`src/rtl/rstc_pkg.sv`:
```
// Package rstc_pkg
// Shared types for the reset sequencer: the cause of the reset in progress.
// Assumes nothing beyond IEEE 1800-2017.
package rstc_pkg;
    typedef enum logic [1:0] {
        RC_IDLE = 2'd0,
        RC_HW   = 2'd1,
        RC_SW   = 2'd2
    } rst_cause_e;
endpackage

```
`src/rtl/rstc_pin_sync.sv`:
```
// Module rstc_pin_sync
// Synchronises release of the active-low reset pin. Assertion clears the
// chain without waiting for a clock edge. Release ripples through STAGES
// flops. Assumes ext_rst_n is free of glitches shorter than a clock period.
module rstc_pin_sync #(
    parameter int STAGES = 2
) (
    input  logic clk,
    input  logic ext_rst_n,
    output logic hw_done
);
    logic [STAGES-1:0] chain_q;

    // Shift ones in after release; clear at once on assertion.
    always_ff @(posedge clk or negedge ext_rst_n) begin
        if (!ext_rst_n) chain_q <= '0;
        else            chain_q <= {chain_q[STAGES-2:0], 1'b1};
    end

    assign hw_done = chain_q[STAGES-1];
endmodule

```
`src/rtl/rstc_hold_timer.sv`:
```
// Module rstc_hold_timer
// Counts the reset hold and owns the self-clearing software reset bit.
// Hardware reset keeps the counter loaded; once released, it counts down
// RST_CYC cycles. A software start loads the same count. The bit clears one
// edge after the count reaches zero. Assumes sw_rst_wr is a single-cycle strobe.
module rstc_hold_timer
    import rstc_pkg::*;
#(
    parameter int RST_CYC = 32
) (
    input  logic       clk,
    input  logic       ext_rst_n,
    input  logic       hw_done,
    input  logic       sw_rst_wr,
    input  logic       sw_rst_wdata,
    output logic       core_rst_n,
    output logic       sw_bit,
    output rst_cause_e cause
);
    localparam int CW = $clog2(RST_CYC + 1);
    localparam logic [CW-1:0] LOAD = CW'(RST_CYC);

    logic [CW-1:0] cnt_q;
    logic          sw_q;
    logic          busy;
    logic          sw_start;

    assign busy     = !hw_done || (cnt_q != '0);
    assign sw_start = sw_rst_wr && sw_rst_wdata && !busy && !sw_q;

    // Hold counter: loaded by either reset source, then counts down to zero.
    always_ff @(posedge clk or negedge ext_rst_n) begin
        if (!ext_rst_n)        cnt_q <= LOAD;
        else if (!hw_done)     cnt_q <= LOAD;
        else if (sw_start)     cnt_q <= LOAD;
        else if (cnt_q != '0)  cnt_q <= cnt_q - 1'b1;
    end

    // Software reset bit: set on an accepted write, cleared after the hold ends.
    always_ff @(posedge clk or negedge ext_rst_n) begin
        if (!ext_rst_n)                 sw_q <= 1'b0;
        else if (!hw_done)              sw_q <= 1'b0;
        else if (sw_start)              sw_q <= 1'b1;
        else if (sw_q && cnt_q == '0)   sw_q <= 1'b0;
    end

    // Cause of the reset in progress, for the pin controls.
    always_comb begin
        if (!hw_done || (cnt_q != '0 && !sw_q)) cause = RC_HW;
        else if (sw_q)                          cause = RC_SW;
        else                                    cause = RC_IDLE;
    end

    assign core_rst_n = hw_done && (cnt_q == '0);
    assign sw_bit     = sw_q;


    hw_load_chk: assert property (@(posedge clk) disable iff (!ext_rst_n)
        $rose(hw_done) |-> (cnt_q == LOAD));

    sw_start_chk: assert property (@(posedge clk) disable iff (!ext_rst_n)
        sw_start |=> (sw_q && cnt_q == LOAD));

    sw_clear_chk: assert property (@(posedge clk) disable iff (!ext_rst_n)
        (hw_done && $fell(sw_q)) |-> ($past(cnt_q) == '0));

    no_restart_chk: assert property (@(posedge clk) disable iff (!ext_rst_n)
        (hw_done && cnt_q != '0) |=> (cnt_q == $past(cnt_q) - 1'b1));
endmodule

```
`src/rtl/rstc_pin_ctrl.sv`:
```
// Module rstc_pin_ctrl
// Output-pin controls and the channel enable register. The system side is
// tri-stated only for a hardware reset. The transmit data rails are forced
// low in any reset, while the transmit clock passes through. Channels are
// cleared while the core is in reset, and writes then are dropped.
// Assumes core_rst_n comes from flops in the clk domain.
module rstc_pin_ctrl
    import rstc_pkg::*;
#(
    parameter int NCH = 4
) (
    input  logic           clk,
    input  logic           ext_rst_n,
    input  logic           core_rst_n,
    input  rst_cause_e     cause,
    input  logic           chan_wr,
    input  logic [NCH-1:0] chan_wdata,
    input  logic           tx_clk_in,
    input  logic           tx_pos_in,
    input  logic           tx_neg_in,
    output logic [NCH-1:0] chan_en,
    output logic           sys_oe,
    output logic           vco_oe,
    output logic           tx_clk_out,
    output logic           tx_pos_out,
    output logic           tx_neg_out
);
    logic [NCH-1:0] chan_q;

    // Channel enables: cleared by any reset, written only when out of reset.
    always_ff @(posedge clk or negedge ext_rst_n) begin
        if (!ext_rst_n)      chan_q <= '0;
        else if (!core_rst_n) chan_q <= '0;
        else if (chan_wr)    chan_q <= chan_wdata;
    end

    // Pin controls, decoded from the reset cause and the core reset.
    always_comb begin
        sys_oe     = (cause != RC_HW);
        vco_oe     = 1'b1;
        tx_clk_out = tx_clk_in;
        tx_pos_out = tx_pos_in && core_rst_n;
        tx_neg_out = tx_neg_in && core_rst_n;
    end

    assign chan_en = chan_q;


    chan_clear_chk: assert property (@(posedge clk) disable iff (!ext_rst_n)
        (!core_rst_n) |=> (chan_q == '0));
endmodule

```
`src/rtl/rst_sequencer.sv`:
```
// Module rst_sequencer
// Top of the device reset sequencer. Joins the pin synchroniser, the hold
// timer with the software reset bit, and the output-pin controls.
// Assumes a single clock domain; the reset pin is asynchronous to it.
module rst_sequencer
    import rstc_pkg::*;
#(
    parameter int RST_CYC     = 32,
    parameter int SYNC_STAGES = 2,
    parameter int NCH         = 4
) (
    input  logic           clk,
    input  logic           ext_rst_n,
    input  logic           sw_rst_wr,
    input  logic           sw_rst_wdata,
    input  logic           chan_wr,
    input  logic [NCH-1:0] chan_wdata,
    input  logic           tx_clk_in,
    input  logic           tx_pos_in,
    input  logic           tx_neg_in,
    output logic           core_rst_n,
    output logic           sw_rst_bit,
    output logic [NCH-1:0] chan_en,
    output logic           sys_oe,
    output logic           vco_oe,
    output logic           tx_clk_out,
    output logic           tx_pos_out,
    output logic           tx_neg_out
);
    logic       hw_done;
    rst_cause_e cause;

    rstc_pin_sync #(.STAGES(SYNC_STAGES)) i_sync (
        .clk       (clk),
        .ext_rst_n (ext_rst_n),
        .hw_done   (hw_done)
    );

    rstc_hold_timer #(.RST_CYC(RST_CYC)) i_timer (
        .clk          (clk),
        .ext_rst_n    (ext_rst_n),
        .hw_done      (hw_done),
        .sw_rst_wr    (sw_rst_wr),
        .sw_rst_wdata (sw_rst_wdata),
        .core_rst_n   (core_rst_n),
        .sw_bit       (sw_rst_bit),
        .cause        (cause)
    );

    rstc_pin_ctrl #(.NCH(NCH)) i_pins (
        .clk        (clk),
        .ext_rst_n  (ext_rst_n),
        .core_rst_n (core_rst_n),
        .cause      (cause),
        .chan_wr    (chan_wr),
        .chan_wdata (chan_wdata),
        .tx_clk_in  (tx_clk_in),
        .tx_pos_in  (tx_pos_in),
        .tx_neg_in  (tx_neg_in),
        .chan_en    (chan_en),
        .sys_oe     (sys_oe),
        .vco_oe     (vco_oe),
        .tx_clk_out (tx_clk_out),
        .tx_pos_out (tx_pos_out),
        .tx_neg_out (tx_neg_out)
    );


    hw_tristate_chk: assert property (@(posedge clk) disable iff (!ext_rst_n)
        (!core_rst_n && !sw_rst_bit) |-> !sys_oe);

    sw_driven_chk: assert property (@(posedge clk) disable iff (!ext_rst_n)
        sw_rst_bit |-> sys_oe);
endmodule

```
`config.mk`:
```
export PLATFORM = sky130hd
export DESIGN_NAME = rst_sequencer
export DESIGN_NICKNAME = d
export VERILOG_FILES = /design/src/rtl/rstc_pkg.sv /design/src/rtl/rstc_pin_sync.sv /design/src/rtl/rstc_hold_timer.sv /design/src/rtl/rstc_pin_ctrl.sv /design/src/rtl/rst_sequencer.sv
export SDC_FILE = /design/constraint.sdc
export NUM_CORES = 1
export LEC_CHECK = 0
export ABC_AREA = 1
export BUFFER_PORTS_ARGS = -buffer_cell sky130_fd_sc_hd__buf_2
export CORE_MARGIN = 2
export CORE_UTILIZATION = 47
export CTS_CLUSTER_SIZE = 16
export DETAILED_ROUTE_END_ITERATION = 10
export PLACE_DENSITY_LB_ADDON = 0.2
export SLEW_MARGIN = 5
export SYNTH_ARGS = -nofsm -noshare
export SYNTH_HDL_FRONTEND = slang
export SYNTH_SLANG_ARGS = --single-unit
```
`constraint.sdc`:
```
create_clock -name clk -period 1.56 [get_ports clk]
set_input_delay 0.078 -clock clk [delete_from_list [all_inputs] [get_ports clk]]
set_output_delay 0.078 -clock clk [all_outputs]
set_load 0.03 [all_outputs]
```
==> impl_metrics.csv, run 1 <==
group,metric,value,unit
die,core_area,1320,um^2
layout,area_growth,32.8,%
setup_path,cp-end-kind,"primary output",
layout,layout.cells.non_filler,122,
grt,grt_pass1_wl,1.99,mm
sta,skew,0.00399,ns
synth,synth_enable_flop_cells,0,
power_and_ir_drop,leakage,0.497,nW
setup_path,crit_type,"register to primary output",
clock_tree,root_buffer,"clkbuf_4",
routing,dr.pass1.iters,4,
clock_tree,cts_buffers,3,
power_and_ir_drop,ir_worst_vdd,0.689,mV
sta,drv_slew,0,
placed_design,gp_congestion,0.833,
synth,avgSynthCellArea,8.09,um^2
synth,synth_top_cell_by_area,"dfrtp_1",
setup_path,cp_max_fo,5,
grt,grt_pass1_vias,487,
synth,synth.area.top_cells,"dfrtp_1 45%, nand2_1 11%, inv_1 6.8%, nor2_1 6.2%, dfstp_2 4.0%",
grt,overflow,0,
placed_design,place_ws,0.101,ns
synth,syn_area,663,um^2
synth,synth_top_family_by_area,"simple AND/OR/NAND/NOR gates",
clock_tree,clk_path_buf_depth,2,
min_path,whs_path_depth,3,
synth,yosysSeqAreaShare,49.2,%
die,pin_count,23,
synth,ys_types,18,
sta,post-route-period-util,97.4,%
sta,hold_viol_final,0,
sta,rsz0062_at_grt,"true",
synth,yosys.area_share.adder,3.77,%
clock_tree,htree_num_levels,1,
synth,synth_top_area_share,45.3,%
min_path,hp-class,"input port to register",
outcome,status,"completed",
setup_path,critPathLaunchType,"register",
synth,synthTopCellsByCount,"20 x nand2_1, 12 x dfrtp_1, 12 x inv_1",
routing,post_drt_wl_per_cell,10.3,um
synth,async_flop_share,100,%
layout,antenna_cells,0,
layout,fillers,105,
routing,drc,0,
synth,synth_compound_area_share,5.28,%
synth,synth_seq_cells,13,
synth,synth-xor-area-share,2.64,%
grt,grt_max_degree,14,
power_and_ir_drop,p_per_area,1220,nW/um^2
sta,worst_slack,0.0407,ns
die,fp.dieW,41.6,um
setup_path,arrival,1.44,ns
sta,fmax,0.658,GHz
clock_tree,cts_sinks,13,
placed_design,hpwl,915,um
die,die_area,1730,um^2
clock_tree,path_clk_slew,0.08,ns
layout,utilization,66.9,%
synth,synthSimpleGateAreaFrac,27.7,%
synth,synth_flop_cell,"dfrtp_1",
layout,nets,122,
grt,antenna_found_initial,0,
routing,drt-initial-drc-count,3,
clock_tree,cts_tree,"done",
synth,muxShareOfSynthArea,0,%
synth,yosys_warnings,0,
setup_path,crit_required,1.48,ns
setup_path,r2r_setup_slack,0.09,ns
synth,syn_inst,82,
routing,avgViaCountPerCell,4.61,
placed_design,place_inst,114,
clock_tree,clkLatencyLatePin,0.27,ns
sta,setup_violations,0,
layout,post-route-cell-area,881,um^2
setup_path,r2r_cells,8,
sta,min_period,1.52,ns
grt,grt_usage,15.7,%
placed_design,placed_area,754,um^2
layout,drive_gt1_share,35.5,%
die,initial_core_util,50.3,%
job,maxCapViolCount,0,
routing,vias,563,
die,die_h,41.6,um
placed_design,numPortBuffers,19,
routing,wirelength,1.26,mm
synth,yosys.cell_count.top_type,"nand2_1",
routing,ant_nets,0,
die,num_rows,13,
sta,hold-worst-slack,0.0335,ns
[metal layers]
metal,share of wire (%),global-route usage [%]
met5,0,0
met4,1.1,5.81
met3,5.9,7.83
met2,47,23.4
met1,46,19.3
[cells by family (layout without fill, tap and decap cells)]
| family | Yosys count | after routing |
|---|---|---|
| compound gates | 7 | 7 |
| xor+xnor | 2 | 2 |
| fa+ha+maj | 2 | 2 |
| buf+inv | 15 | 39 |
| flops | 13 | 13 |
| other cells | 1 | 2 |
| simple gates | 42 | 42 |
[area by class of cell]
type,instances,area (um^2),area share [%]
clock inverter,1,5.00,0.568
multi-input combinational,55,314,35.7
inverter,12,45.0,5.11
clock buffer,3,22.5,2.56
timing repair buffer,23,149,16.9
tap,15,18.8,2.13
sequential,13,327,37.1
[report_power, final]
part	total, W	switching, W	leakage [nW]	internal, W
Clock	0.000200	0.000105	0.0177	0.0000949
Sequential	0.000461	0.0000580	0.168	0.000403
Combinational	0.000414	0.000244	0.311	0.000170
[flip-flops by register name (all words and copies together) (netlist names)]
name and flops:
i_timer.sw_bit 1, i_pins.chan_en 4, i_timer.cnt_q 6, i_sync.chain_q 2
[placed cells by master, fill, tap and decap left out, types with 2 or more instances in the layout]
cell and count:
a21oi_1 4, nand2_1 19, buf_2 15, inv_1 10
buf_4 4, clkbuf_4 3, nor2_1 9, buf_6 3
o21ai_0 2, inv_2 2, nor2_4 4, nand2_4 2
conb_1 2, xor2_1 2, nand3_1 5, dfrtp_1 12
[what timing repair did]
action                                 4_1_cts  5_1_grt
endpoints found under the hold margin       13        0
hold buffers                                 1        0
buffers inserted                             1        2
setup endpoints to repair                    4        8
resized for setup                            6       15
pin swaps                                    1        4
[final timing paths]
path                                              startpoint                            end
max in group asynchronous                          ext_rst_n   i_timer.cnt_q[5]$_DFFE_PN1P_
worst max-delay path            i_timer.cnt_q[0]$_DFFE_PN0P_                     tx_pos_out
worst max register to register  i_timer.cnt_q[0]$_DFFE_PN0P_   i_timer.cnt_q[0]$_DFFE_PN0P_
worst min register to register   i_sync.chain_q[0]$_DFF_PN0_    i_sync.chain_q[1]$_DFF_PN0_
worst min-delay path                           chan_wdata[2]  i_pins.chan_en[2]$_DFFE_PN0P_
min in group asynchronous                          ext_rst_n   i_timer.cnt_q[4]$_DFFE_PN0P_
[critical path, cell delays in order (launching register included)]
cell and delay [ns]:
dfrtp_1 0.40, inv_2 0.10, ha_4 0.14, nand2_4 0.05, nor2_4 0.13, nand2_4 0.09
nor2_4 0.12, buf_6 0.13
[metrics by stage]
stage / total power (W) / TNS, ns
detailed placement: 0.000810 / 0
global route: 0.00117 / -0.144
global placement: 0.000805 / 0
finish: 0.00108 / 0
floorplan: 0.000737 / 0
CTS: 0.00103 / 0
(Power assumes the default switching activity.)
==> run 2, diff against run 1 <==
Settings changed: ABC_AREA 1 to unset, CORE_UTILIZATION 47 to 50.
Clock period 1.56 ns to 1.9 ns, I/O delays scaled along.
==> run 2 against run 1 <==
Net effect:
- routed wire length decreased by 10%
- register-to-register slack improved by 0.40 ns
- synthesized cell count decreased by 26%
- clock power decreased by 17%
- via count decreased by 17%
- flip-flop and latch count unchanged
- first-iteration DRC count increased by 33%
- critical endpoint is now tx_neg_out
==> impl_metrics.csv, run 2 <==
group,metric,value,unit
synth,syn_inst,61,
grt,grt_usage,17.0,%
power_and_ir_drop,ir_worst_vdd,0.608,mV
setup_path,critPathLaunchType,"register",
placed_design,gp_congestion,0.756,
setup_path,crit_type,"register to primary output",
synth,yosys.cell_count.top_type,"dfrtp_1",
synth,avgSynthCellArea,10.8,um^2
clock_tree,cts_sinks,13,
power_and_ir_drop,leakage,0.420,nW
die,die_h,40.3,um
setup_path,arrival,1.64,ns
grt,grt_util_met1,18.9,%
power_and_ir_drop,total_power,0.000917,W
sta,skew,0.00146,ns
clock_tree,clk_path_buf_depth,2,
sta,timing.setup.tns,0,ns
layout,final_cell_mix,"19 x buf_2, 12 x dfrtp_1, 6 x inv_1, 6 x nor2_1",
clock_tree,htree_num_levels,1,
layout,regArea,327,um^2
power_and_ir_drop,switchingPower,0.000331,W
synth,yosysSeqAreaShare,49.6,%
clock_tree,cts_tree,"done",
die,num_rows,13,
outcome,status,"completed",
setup_path,cp_max_fo,8,
setup_path,crit_required,1.80,ns
sta,hold_viol_final,0,
clock_tree,path_clk_slew,0.07,ns
layout,largest-register,"i_timer.cnt_q",
sta,post-route-period-util,91.5,%
job,maxCapViolCount,0,
layout,layout.cells.non_filler,99,
synth,synth_top_cell_by_area,"dfrtp_1",
routing,post_drt_wl_per_cell,11.4,um
grt,grt_max_degree,14,
synth,async_flop_share,100,%
sta,min_period,1.74,ns
synth,synth.area.top_cells,"dfrtp_1 46%, mux2i_1 6.1%, dfstp_2 4.0%, xnor2_1 4.0%, ha_1 3.8%",
grt,grt_pass1_wl,1.63,mm
placed_design,place_inst,93,
grt,grt.met3_usage,8.33,%
layout,largest_reg_flops,6,
placed_design,hpwl,865,um
routing,wirelength,1.13,mm
grt,overflow,0,
layout,drive_gt1_share,41.7,%
clock_tree,cts_buffers,3,
power_and_ir_drop,p_comb_share,36.9,%
die,die_area,1620,um^2
die,initial_core_util,51.9,%
sta,drv_slew,0,
grt,use_met2,24.6,%
power_and_ir_drop,switching_share,36.1,%
grt,antenna_found_initial,0,
sta,setup_violations,0,
setup_path,rr_startpoint,"i_timer.cnt_q[0]$_DFFE_PN0P_",
synth,syn_area,658,um^2
layout,nets,99,
placed_design,numPortBuffers,19,
power_and_ir_drop,p_clk_share,18.1,%
setup_path,cp-end-kind,"primary output",
sta,rsz0062_at_grt,"false",
layout,antenna_cells,0,
layout,fillers,114,
die,fp.dieW,40.3,um
die,core_area,1270,um^2
min_path,hp-class,"input port to register",
grt,busiest_layer,"met2",
routing,ant_nets,0,
synth,synthTopCellsByCount,"12 x dfrtp_1, 6 x inv_1, 6 x nor2_1",
synth,yosys_warnings,0,
routing,drc,0,
power_and_ir_drop,p_seq_share,45.1,%
setup_path,cp-startpoint,"i_timer.cnt_q[0]$_DFFE_PN0P_",
synth,synth_seq_cells,13,
min_path,min_from,"chan_wdata[0]",
die,pin_count,23,
routing,drt-initial-drc-count,4,
sta,fmax,0.575,GHz
layout,final_common_cell,"buf_2",
synth,ys_types,26,
power_and_ir_drop,p_int,0.000586,W
layout,area_growth,22.6,%
routing,avgViaCountPerCell,4.72,
grt,grt_pass1_vias,391,
synth,synth_flop_cell,"dfrtp_1",
synth,synth_enable_flop_cells,0,
layout,multi_input_area,293,um^2
clock_tree,clkLatencyLatePin,0.27,ns
clock_tree,root_buffer,"clkbuf_4",
routing,vias,467,
synth,synth_top_area_share,45.6,%
power_and_ir_drop,p_per_area,1140,nW/um^2
routing,dr.pass1.iters,4,
## run 2: cell count changes after synthesis, sizes merged, moves of 2 or more
cell	before	now
nand2	22	4
inv	12	6
mux2i	0	4
nand3	5	1
nor2	14	10
a21oi	4	1
o22ai	0	3
xnor2	0	3
nor3	0	2
o21ai	3	1
xor2	2	0
## run 2: layout make-up
type,instances,share of cell area (%)
clock buffer,4,3.26
inverter,6,2.79
multi-input combinational,39,36.3
sequential,13,40.5
tap,15,2.33
timing repair buffer,22,14.9
## run 2: power groups by stage
stage	clock network [W]	registers [W]	logic, W
after CTS	0.000172	0.000411	0.000326
after floorplan	0	0.000407	0.000265
after detailed placement	0	0.000414	0.000319
final	0.000166	0.000413	0.000338
after global placement	0	0.000411	0.000313
after global routing	0.000190	0.000421	0.000369
## run 2: timing repair
| action | in CTS | in global routing |
|---|---|---|
| resized for setup | 0 | 2 |
| hold endpoints to repair | 13 | 0 |
| endpoints found under the setup margin | 0 | 4 |
| buffers inserted | 0 | 1 |
| hold buffers | 1 | 0 |
## run 2: through the flow
| stage | worst slack [ns] | instance area (um^2) | utilization, % | hold slack (ns) |
|---|---|---|---|---|
| 4_1_cts | 0.0493 | 790 | 62.2 | 0.0766 |
| 3_3_place_gp | 0.400 | 753 | 59.4 | -0.00150 |
| 6_report | 0.161 | 807 | 63.6 | 0.0757 |
| 2_1_floorplan | 0.291 | 662 | - | -0.201 |
| 5_1_grt | 0.0409 | 807 | 63.6 | 0.0744 |
| 3_5_place_dp | 0.362 | 753 | 59.4 | -0.00836 |
## run 2: kinds of logic (layout without fill, tap and decap cells)
group	Yosys count	in the layout	synth area share (%)
adder cells (fa/ha/maj)	2	2	3.80
buffers and inverters	10	32	7.98
multiplexers	4	4	6.08
AND/OR/NAND/NOR	20	20	17.5
AO/OA/AOI/OAI	8	8	10.5
other	1	2	0.570
flip-flops	13	13	49.6
XOR/XNOR	3	3	3.99
## run 2: worst paths after layout
path,to,slack (ns),cells after the start
worst min-delay path,i_pins.chan_en[0]$_DFFE_PN0P_,0.08,3
min in group asynchronous,i_timer.cnt_q[3]$_DFFE_PN0P_,0.22,2
worst min register to register,i_sync.chain_q[1]$_DFF_PN0_,0.36,0
max in group asynchronous,i_timer.cnt_q[5]$_DFFE_PN1P_,1.41,2
worst max register to register,i_pins.chan_en[1]$_DFFE_PN0P_,0.49,6
worst max-delay path,tx_neg_out,0.16,6
## run 2: worst max-delay path: stages, from the launching register on
cell     delay, ns
dfrtp_1       0.43
inv_1         0.11
ha_1          0.16
nor2b_2       0.22
nand3_4       0.14
nor2_1        0.10
buf_2         0.20
## run 2: metal layers
layer,up-vias,wire (um)
li1,240,-
met1,209,491
met2,14,522
met3,4,84
met4,0,33
met5,-,0
